File: src/rtl/tlb_pkg.sv
package tlb_pkg;
  localparam int VA_W   = 32;
  localparam int OFS_W  = 12;
  localparam int VPN_W  = VA_W - OFS_W;
  localparam int ASID_W = 8;
  localparam int PFN_W  = 20;
  localparam logic [VA_W-1:0] UNC_PAT = 32'hA000_0000;

  typedef struct packed {
    logic [VPN_W-1:0]  vpn;
    logic [VPN_W-1:0]  mask;
    logic [ASID_W-1:0] asid;
    logic              glob;
    logic [1:0]        valid;
    logic [PFN_W-1:0]  pfn;
  } tlb_entry_t;
endpackage

File: src/rtl/tlb_match.sv
module tlb_match
  import tlb_pkg::*;
#(
  parameter int ENTRIES = 8,
  localparam int SLOT_W = $clog2(ENTRIES)
) (
  input  tlb_entry_t [ENTRIES-1:0] tbl,
  input  logic [VPN_W-1:0]         vpn,
  input  logic [ASID_W-1:0]        asid,
  output logic                     hit,
  output logic [SLOT_W-1:0]        idx,
  output logic [PFN_W-1:0]         pfn
);
  logic [ENTRIES-1:0] sel;

  for (genvar g = 0; g < ENTRIES; g++) begin : g_cmp
    // page compare on unmasked bits, then identifier or global qualification
    assign sel[g] = (|tbl[g].valid)
                 && (((vpn ^ tbl[g].vpn) & ~tbl[g].mask) == '0)
                 && (tbl[g].glob || (tbl[g].asid == asid));
  end

  // lowest index wins: scan downward so the last assignment is the smallest
  always_comb begin
    hit = |sel;
    idx = '0;
    pfn = '0;
    for (int i = ENTRIES - 1; i >= 0; i--) begin
      if (sel[i]) begin
        idx = SLOT_W'(i);
        pfn = tbl[i].pfn;
      end
    end
  end
endmodule

File: src/rtl/tlb_store.sv
module tlb_store
  import tlb_pkg::*;
#(
  parameter int ENTRIES = 8,
  localparam int SLOT_W = $clog2(ENTRIES),
  localparam int CODE_W = SLOT_W + 1
) (
  input  logic                     clk,
  input  logic                     rst_n,
  input  logic                     flush,
  input  logic                     wr_en,
  input  logic [CODE_W-1:0]        wr_idx,
  input  tlb_entry_t               wr_data,
  output tlb_entry_t [ENTRIES-1:0] tbl,
  output logic                     warn
);
  for (genvar g = 0; g < ENTRIES; g++) begin : g_slot
    always_ff @(posedge clk or negedge rst_n) begin
      if (!rst_n)                                  tbl[g] <= '0;
      else if (flush)                              tbl[g] <= '0;
      else if (wr_en && wr_idx == CODE_W'(g))      tbl[g] <= wr_data;
    end
  end

  always_ff @(posedge clk or negedge rst_n) begin
    if (!rst_n) warn <= 1'b0;
    else        warn <= wr_en && (wr_idx >= CODE_W'(ENTRIES));
  end
endmodule

File: src/rtl/tlb_victim.sv
module tlb_victim #(
  parameter int ENTRIES = 8,
  localparam int SLOT_W = $clog2(ENTRIES)
) (
  input  logic              clk,
  input  logic              rst_n,
  input  logic              flush,
  input  logic              adv,
  output logic [SLOT_W-1:0] ptr
);
  localparam logic [SLOT_W-1:0] LAST = SLOT_W'(ENTRIES - 1);

  always_ff @(posedge clk or negedge rst_n) begin
    if (!rst_n)       ptr <= '0;
    else if (flush)   ptr <= '0;
    else if (adv)     ptr <= (ptr == LAST) ? '0 : ptr + 1'b1;
  end
endmodule

File: src/rtl/tlb_xlate.sv
module tlb_xlate
  import tlb_pkg::*;
#(
  parameter int ENTRIES = 8,
  localparam int SLOT_W = $clog2(ENTRIES),
  localparam int CODE_W = SLOT_W + 1
) (
  input  logic              clk,
  input  logic              rst_n,
  input  logic [VA_W-1:0]   lk_va,
  input  logic [ASID_W-1:0] lk_asid,
  input  logic              lk_fetch,
  output logic              lk_hit,
  output logic [SLOT_W-1:0] lk_idx,
  output logic [PFN_W-1:0]  lk_pfn,
  output logic [VA_W-1:0]   lk_pa,
  output logic              lk_uncache,
  output logic              lk_align_fault,
  input  logic [VPN_W-1:0]  pr_vpn,
  input  logic [ASID_W-1:0] pr_asid,
  output logic [CODE_W-1:0] pr_idx,
  input  logic              wr_en,
  input  logic [CODE_W-1:0] wr_idx,
  input  logic [VPN_W-1:0]  wr_vpn,
  input  logic [VPN_W-1:0]  wr_mask,
  input  logic [ASID_W-1:0] wr_asid,
  input  logic              wr_glob,
  input  logic [1:0]        wr_valid,
  input  logic [PFN_W-1:0]  wr_pfn,
  output logic              wr_warn,
  input  logic              flush_en,
  input  logic              vr_adv,
  output logic [SLOT_W-1:0] vr_ptr,
  output logic [VPN_W-1:0]  vr_vpn,
  output logic [VPN_W-1:0]  vr_mask,
  output logic [ASID_W-1:0] vr_asid,
  output logic              vr_glob,
  output logic [1:0]        vr_valid,
  output logic [PFN_W-1:0]  vr_pfn
);
  tlb_entry_t [ENTRIES-1:0] tbl;
  tlb_entry_t               wr_data;
  tlb_entry_t               cur;
  logic                     lk_raw_hit, pr_hit;
  logic [SLOT_W-1:0]        lk_raw_idx, pr_raw_idx;
  logic [PFN_W-1:0]         lk_raw_pfn, pr_unused_pfn;

  assign wr_data = '{vpn: wr_vpn, mask: wr_mask, asid: wr_asid, glob: wr_glob,
                     valid: wr_valid, pfn: wr_pfn};

  tlb_store #(.ENTRIES(ENTRIES)) u_store (
    .clk(clk), .rst_n(rst_n), .flush(flush_en), .wr_en(wr_en),
    .wr_idx(wr_idx), .wr_data(wr_data), .tbl(tbl), .warn(wr_warn));

  tlb_victim #(.ENTRIES(ENTRIES)) u_victim (
    .clk(clk), .rst_n(rst_n), .flush(flush_en), .adv(vr_adv), .ptr(vr_ptr));

  tlb_match #(.ENTRIES(ENTRIES)) u_lk_match (
    .tbl(tbl), .vpn(lk_va[VA_W-1:OFS_W]), .asid(lk_asid),
    .hit(lk_raw_hit), .idx(lk_raw_idx), .pfn(lk_raw_pfn));

  tlb_match #(.ENTRIES(ENTRIES)) u_pr_match (
    .tbl(tbl), .vpn(pr_vpn), .asid(pr_asid),
    .hit(pr_hit), .idx(pr_raw_idx), .pfn(pr_unused_pfn));

  // address-side checks
  assign lk_align_fault = lk_fetch && (lk_va[1:0] != 2'b00);
  assign lk_uncache     = (lk_va & UNC_PAT) == UNC_PAT;

  assign lk_hit = lk_raw_hit && !lk_align_fault;
  assign lk_idx = lk_hit ? lk_raw_idx : '0;
  assign lk_pfn = lk_hit ? lk_raw_pfn : '0;
  assign lk_pa  = {lk_pfn, lk_va[OFS_W-1:0]};

  assign pr_idx = pr_hit ? {1'b0, pr_raw_idx} : '1;

  assign cur      = tbl[vr_ptr];
  assign vr_vpn   = cur.vpn;
  assign vr_mask  = cur.mask;
  assign vr_asid  = cur.asid;
  assign vr_glob  = cur.glob;
  assign vr_valid = cur.valid;
  assign vr_pfn   = cur.pfn;
endmodule

File: config.mk
export PLATFORM = sky130hd
export DESIGN_NAME = tlb_xlate
export DESIGN_NICKNAME = d
export VERILOG_FILES = /design/src/rtl/tlb_pkg.sv /design/src/rtl/tlb_match.sv /design/src/rtl/tlb_store.sv /design/src/rtl/tlb_victim.sv /design/src/rtl/tlb_xlate.sv
export SDC_FILE = /design/constraint.sdc
export NUM_CORES = 1
export LEC_CHECK = 0
export BUFFER_PORTS_ARGS = -buffer_cell sky130_fd_sc_hd__buf_2
export CAP_MARGIN = 15
export CORE_MARGIN = 2
export CORE_UTILIZATION = 40
export DETAILED_ROUTE_END_ITERATION = 12
export SYNTH_ARGS = -nofsm -noshare
export SYNTH_HDL_FRONTEND = slang
export SYNTH_SLANG_ARGS = --single-unit
File: constraint.sdc
create_clock -name clk -period 3.8 [get_ports clk]
set_clock_uncertainty 0.05 [all_clocks]
set_input_delay 0.38 -clock clk [delete_from_list [all_inputs] [get_ports clk]]
set_output_delay 0.38 -clock clk [all_outputs]
set_load 0.01 [all_outputs]
==> summary.txt, run 1 <==
Worst setup path
  – Worst flop-to-flop path endpoint: u_victim.ptr[2]
  – Worst R2R Setup Slack: 1.95 ns
  – R2r startpoint: u_victim.ptr[2]
  – Slowest cell on crit path: dfrtp_1
  – WP data arrival: 3.38 ns
  – Crit. Startpoint: u_store.tbl[415]
  – Worst path cell trace: xnor2_1 > o22ai_1 > nor4_2 > o2111ai_4 > nand2_4 > buf_4 > a221oi_2 > o31ai_1 > and3_1 > buf_2
  – CP endpoint: lk_pa[20]
  – Crit. End Element: output pin
  – Worst r2r path cells: 4
  – Data required, critical path: 3.37 ns
  – Crit-path max cell delay: 0.46 ns
  – Max FO, Critical Path: 7
  – CP Launch Type: flop
  – Critical path type: reg2out

Route
  – # DRC: 0
  – Vias post-DR: 32980
  – Post-route ant nets: 0
  – DR WL/cell: 32.89 microns
  – Via density: 6.214
  – Drt first pass iters: 6
  – Iter 0 DRT Violations: 4750
  – DRT Wirelength: approximately 170 mm

Die
  – DIE AREA: 90320 sq um
  – Core Footprint: 86890 sq um
  – Die W: ~300 microns
  – I/O pin total: between 200 and 300
  – Die height: 300.5 microns
  – # rows: 108
  – Initial core utilization: 40.48%

Clocking
  – Num CTS Buffers: 68
  – Sink Count: 572
  – Clock Tree Root: clkbuf_16
  – CTS tree: done
  – H-tree depth: 3
  – Clk slew on worst S/H paths: 0.06 ns
  – Clock Latency Late Sink: 0.62 ns
  – Clock tree buffer depth: 3

Synth
  – Seq cells post-synth: 572
  – Post-Syn Instances: 3949
  – Synth top area cells: dfrtp_1 (41%), nand2_1 (12%), mux4_2 (9.1%)
  – Sequential area share after synthesis: between 40% and 50%
  – Number of synthesized flops with an enable pin: 0
  – Area leader, netlist: dfrtp_1
  – Yosys warning total: 0
  – Most frequent cells after synthesis: nand2_1 (1148), a21oi_1 (579), dfrtp_1 (572)
  – Most common cell in the netlist: nand2_1
  – Synthesized net count: 4100
  – Synthesized area per cell: 8.906 sq um
  – Synth cell types: 51
  – Synth Flop Type: dfrtp_1
  – Post-Syn Area: between 30000 and 40000 sq um
  – Synth top area share: 40.70%
  – Fraction of registers with async set or reset after synthesis: 100.0%

Job
  – Max-cap viol count: 0

STA
  – Final Max Tran Viols: 0
  – Relative slew slack: 37.97%
  – Worst Tran Pin Value: 0.9305 ns
  – Max Clk Rate: 262.5 MHz
  – Final Cycle Share: 100.3%
  – # setup viols final: 2
  – Fin crit period: 3.810 ns
  – Sum Neg Setup Slack: -0.01954 ns
  – Fin. Hold Viols: 0
  – Final worst slack: -0.01007 ns
  – RSZ-0062 raised after global routing: yes

Place
  – DP Area: 37810 sq um
  – GPL Wtd Cong: between 1 and 1.5
  – Placed insts: 5150
  – Input/output buffers: ~270
  – Setup WS pre-CTS: approximately 0.030 ns
  – Post-DP HPWL: 125.8 mm

Min path
  – Min-delay worst type: in2reg
  – Hold Crit Depth: 3

Power
  – Pwr Total: 14.66 mW
  – Leak: 16.64 nW
  – Maximum VDD drop: 331.8 uV
  – PD cells: 357.7 nW/um^2

Status
  – Failing checks: negative setup slack
  – Status: finished with violations

Layout
  – Final nets: 4244
  – Post-route insts no fill: ~5300
  – Area Growth Syn to Fin: 16.53%
  – Layout cells sized above 1: 22.56%
  – Final std cell area, no fill: 40980 sq um
  – # fillers: around 8300

GRT
  – Vias in the first global route: approximately 31000
  – Tot GR Track Use: 37.89%
  – First-pass GRT wire length: 244.1 mm
  – Largest net degree at the start of global routing: 100
  – Overflow after GRT: 0
  – Antenna violations before repair: 14
worst min-delay path by stage:
| stage | from | end | slack [ns] |
|---|---|---|---|
| after floorplan | rst_n | u_store.tbl[0] | 0.03 |
| after global placement | rst_n | u_store.tbl[484] | 0.41 |
| after detailed placement | rst_n | u_store.tbl[555] | 0.41 |
| after CTS | wr_vpn[5] | u_store.tbl[127] | 0.003 |
| after global routing | wr_vpn[19] | u_store.tbl[141] | 0.02 |
| final | vr_adv | u_victim.ptr[2] | 0.02 |
layout make-up:
type | instances | area, sq um | area share (%)
multi-input cells | 2938 | 19260 | 47.00
flip-flops and latches | 572 | 14350 | 35.01
repair buffers | 488 | 3623 | 8.841
clock buffers | 90 | 1926 | 4.698
well taps | 1155 | 1445 | 3.526
clock inverters | 31 | 265.3 | 0.6472
inverters | 25 | 93.84 | 0.2290
diodes | 8 | 20.02 | 0.04885
registers in the layout, summed over array words and instances (netlist names):
name	cells
u_store.tbl	568
u_victim.ptr	3
u_store.warn	1
metrics by stage:
step | util (%) | hold slack (ns)
after floorplan | - | 0.03441
after global placement | 43.52 | 0.4090
after detailed placement | 43.52 | 0.4097
after CTS | 46.30 | 0.003113
after global routing | 47.15 | 0.01898
final | 47.17 | 0.02107
cells in the final DEF (no fill, tap or decap), types with 12 or more instances in the layout:
master	instances
clkinv_2	16
mux2i_1	13
o31ai_1	20
a21oi_1	576
nand2_1	1145
xor2_1	83
buf_12	34
inv_1	25
xnor2_2	22
clkbuf_16	73
buf_6	12
mux4_2	142
and3_1	15
nor4_1	44
o21ai_0	23
mux2_2	71
buf_2	258
nor4_2	12
xnor2_1	340
dfrtp_2	18
o22ai_1	150
dfrtp_1	551
nor3b_1	31
clkbuf_8	12
a21o_1	15
nor2_1	93
buf_4	166
critical path, delay by kind of cell, from the launching register on:
kind	cells	cell delay, ns
AO/OA/AOI/OAI	4	0.74
XOR/XNOR	1	0.35
buffers and inverters	2	0.35
AND/OR/NAND/NOR	3	0.85
flip-flops	1	0.46
timing repair:
action | CTS | global route
hold endpoints to repair | 88 | 0
buffers inserted | 2 | 14
gates cloned | 0 | 5
endpoints found under the setup margin | 45 | 44
resized for setup | 26 | 107
hold buffers | 8 | 0
pin swaps | 6 | 28
report_power, final:
group | internal (mW) | switching [mW]
sequential | 6.17 | 0.158
combinational | 0.578 | 1.16
clock | 3.73 | 2.87
total | 10.5 | 4.18
logic make-up (layout without fill, tap and decap cells):
family                     count (synthesis)  count (layout)  share of synthesized area [%]
and+or+nand+nor                         1412            1413                          16.41
AOI/OAI and AO/OA                        849             849                          13.54
DFF                                      572             572                          40.70
xor gates and xnor gates                 448             448                          11.16
buffers and inverters                    440             634                          6.389
muxes                                    226             226                          11.74
adders and majority gates                  2               2                        0.07114
other                                      0               8                              0
layer usage:
metal	track usage (%)	up-vias	part of all wire, %
met5	0	-	0.037
li1	-	13700	-
met2	56.17	2122	44
met4	16.14	10	5.1
met3	8.997	378	11
met1	52.98	16770	40
(Power assumes the default switching activity.)
==> inputs of run 2 (changes only) <==
==> constraint.sdc (replaced) <==
create_clock -name clk -period 3.5 [get_ports clk]
set_clock_uncertainty 0.05 [all_clocks]
set_input_delay 0.35 -clock clk [delete_from_list [all_inputs] [get_ports clk]]
set_output_delay 0.35 -clock clk [all_outputs]
set_load 0.01 [all_outputs]
==> run 2 against run 1 <==
Net effect: the run ends with negative hold slack, negative setup slack left; die area did not move; power grew 12%; global-route usage increased by 1.2 points; via count is 2.8% higher; largest cell class unchanged; largest power group unchanged.
==> summary.txt, run 2 (synthesis results as in run 1) <==
Status
  – Status: finished with violations
  – Failing checks: negative hold slack, negative setup slack

STA
  – Final Max Tran Viols: 0 (unchanged)
  – Min Hold Slack: -0.01956 ns (-0.04064 ns)
  – RSZ-0062 raised after global routing: yes
  – Fin. Hold Viols: 1 (+1)
  – Final worst slack: -0.3392 ns (-0.3292 ns)
  – Worst Tran Pin Value: 0.9540 ns (+0.02351 ns)
  – Final Cycle Share: 109.7%
  – # setup viols final: 44 (+42)
  – Fin crit period: 3.839 ns
  – Max Clk Rate: 260.5 MHz
  – Relative slew slack: 36.40% (-1.6 points)
  – Sum Neg Setup Slack: -12.65 ns (-12.63 ns)

Layout
  – Util after Layout: 49.70% (+2.5 points)
  – Commonest non-fill, non-tap cell in the layout: nand2_1
  – # fillers: 8091 (-2.8%)
  – Top flop regs: u_store.tbl: 568 flops, u_victim.ptr: 3 flops, u_store.warn: 1 flops
  – Number of flip-flops in the largest register: 568 (unchanged)
  – Largest Register: u_store.tbl
  – Layout cells sized above 1: 26.33% (+3.8 points)
  – Most frequent cells in the layout: nand2_1 (1142), a21oi_1 (573), dfrtp_1 (528)
  – Final std cell area, no fill: 43190 sq um (+5.4%)
  – Post-route insts no fill: 5454 (+2.8%)
  – Final nets: 4388 (+3.4%)
  – Area Growth Syn to Fin: 22.79%

GRT
  – Met3 global-route usage: 8.954% (-0.043 points)
  – Tot GR Track Use: 39.10% (+1.2 points)
  – First-pass GRT wire length: 251.2 mm (+2.9%)
  – GR Util met2: 57.43% (+1.3 points)
  – Largest net degree at the start of global routing: 107 (+7.0%)
  – Gr busiest metal: met2
  – Met1 global-route usage: 54.18% (+1.2 points)
  – Vias in the first global route: 32000 (+2.6%)
  – Antenna violations before repair: 17 (+3)
  – Overflow after GRT: 0 (unchanged)

Power
  – Leak: 17.58 nW (+5.6%)
  – PD cells: 378.8 nW/um^2 (+5.9%)
  – Pwr Total: 16.36 mW (+12%)
  – Maximum VDD drop: 332.7 uV (+0.25%)

Route
  – Post-route ant nets: 0 (unchanged)
  – Vias post-DR: 33910 (+2.8%)
  – DRT Wirelength: 179.2 mm (+2.7%)
  – DR WL/cell: 32.86 microns (about the same)
  – # DRC: 0 (unchanged)
  – Iter 0 DRT Violations: 4902 (+3.2%)
  – Via density: 6.217 (about the same)
  – Drt first pass iters: 5 (-1)

Clocking
  – Clock Latency Late Sink: 0.65 ns (+0.03 ns)
  – CTS tree: done
  – Clock Tree Root: clkbuf_16
  – Sink Count: 572 (unchanged)
  – Clock tree buffer depth: 3 (unchanged)
  – Num CTS Buffers: 69 (+1.5%)
  – H-tree depth: 3 (unchanged)
  – Clk slew on worst S/H paths: 0.06 ns (about the same)

Place
  – GPL Wtd Cong: 1.096 (-1.3%)
  – Input/output buffers: 265 (unchanged)
  – Setup WS pre-CTS: -0.5536 ns (-0.5835 ns)
  – DP Area: 38400 sq um (+1.5%)
  – Post-DP HPWL: 127.4 mm (+1.2%)
  – Placed insts: 5218 (+1.3%)

Min path
  – Min-delay worst type: in2reg

Job
  – Max-cap viol count: 0 (unchanged)

Worst setup path
  – WP data arrival: 3.44 ns (+0.06 ns)
  – Worst path cell trace: xnor2_1 > o22ai_1 > nor3_1 > and4b_2 > buf_12 > buf_12 > o41a_1 > buf_4 > buf_6 > and3_1 > buf_2
  – Max FO, Critical Path: 16 (+9)
  – CP Launch Type: flop
  – Slowest cell on crit path: xnor2_1
  – Crit-path max cell delay: 0.52 ns (+0.06 ns)
  – Critical path type: reg2out
  – Data required, critical path: 3.10 ns (-0.27 ns)
  – CP most frequent cell: buf_12
  – Crit. End Element: output pin
  – Worst R2R Setup Slack: 1.63 ns (-0.32 ns)

Die
  – Initial core utilization: 40.48% (unchanged)
  – Core Footprint: 86890 sq um (unchanged)
  – Die height: 300.5 microns (unchanged)
  – I/O pin total: 286 (unchanged)
  – # rows: 108 (unchanged)
  – DIE AREA: 90320 sq um (unchanged)
  – Die W: 300.5 microns (unchanged)
[run 2: worst paths after layout]
check                                  from               end  cells after the start
setup reg to reg            u_victim.ptr[2]   u_victim.ptr[2]                      4
max in group asynchronous             rst_n  u_store.tbl[497]                      3
hold reg to reg             u_store.tbl[79]   u_store.tbl[79]                      2
min in group asynchronous             rst_n  u_store.tbl[315]                      2
setup / recovery           u_store.tbl[477]        lk_pfn[11]                     11
hold / removal                    wr_idx[3]      u_store.warn                      2
[run 2: power by group]
part	switching [mW]	leakage, nW	internal, mW
sequential	0.159	7.89	6.70
combinational	1.37	8.59	0.709
clock	3.17	1.11	4.26
total	4.69	17.6	11.7
[run 2: layout make-up]
class	instances	area, sq um	share of cell area, %
diodes	15	37.54	0.08692
clock buffers	90	1916	4.436
clock inverters	28	350.3	0.8112
inverters	25	98.84	0.2289
multi-input cells	2938	19900	46.07
flip-flops and latches	572	14380	33.29
well taps	1155	1445	3.346
repair buffers	631	5066	11.73
[run 2: critical path, delay by kind of cell (launching register included)]
kind / cells / cell delay [ns]
AOI/OAI and AO/OA: 2 / 0.38
xor gates and xnor gates: 1 / 0.52
buffers and inverters: 5 / 0.74
DFF: 1 / 0.43
and+or+nand+nor: 3 / 0.73
[run 2: repair_timing]
| action | 4_1_cts | 5_1_grt |
|---|---|---|
| gates cloned | 6 | 4 |
| gates resized for setup | 123 | 155 |
| hold buffers | 52 | 0 |
| hold endpoints to repair | 405 | 0 |
| setup buffers | 17 | 29 |
| pin swaps | 21 | 64 |
| endpoints found under the setup margin | 48 | 48 |
[run 2: per-layer routing]
layer,vias up,wire length (microns)
met5,-,40
met4,6,10850
met3,453,19580
met2,2275,77420
met1,17170,71320
li1,14000,-
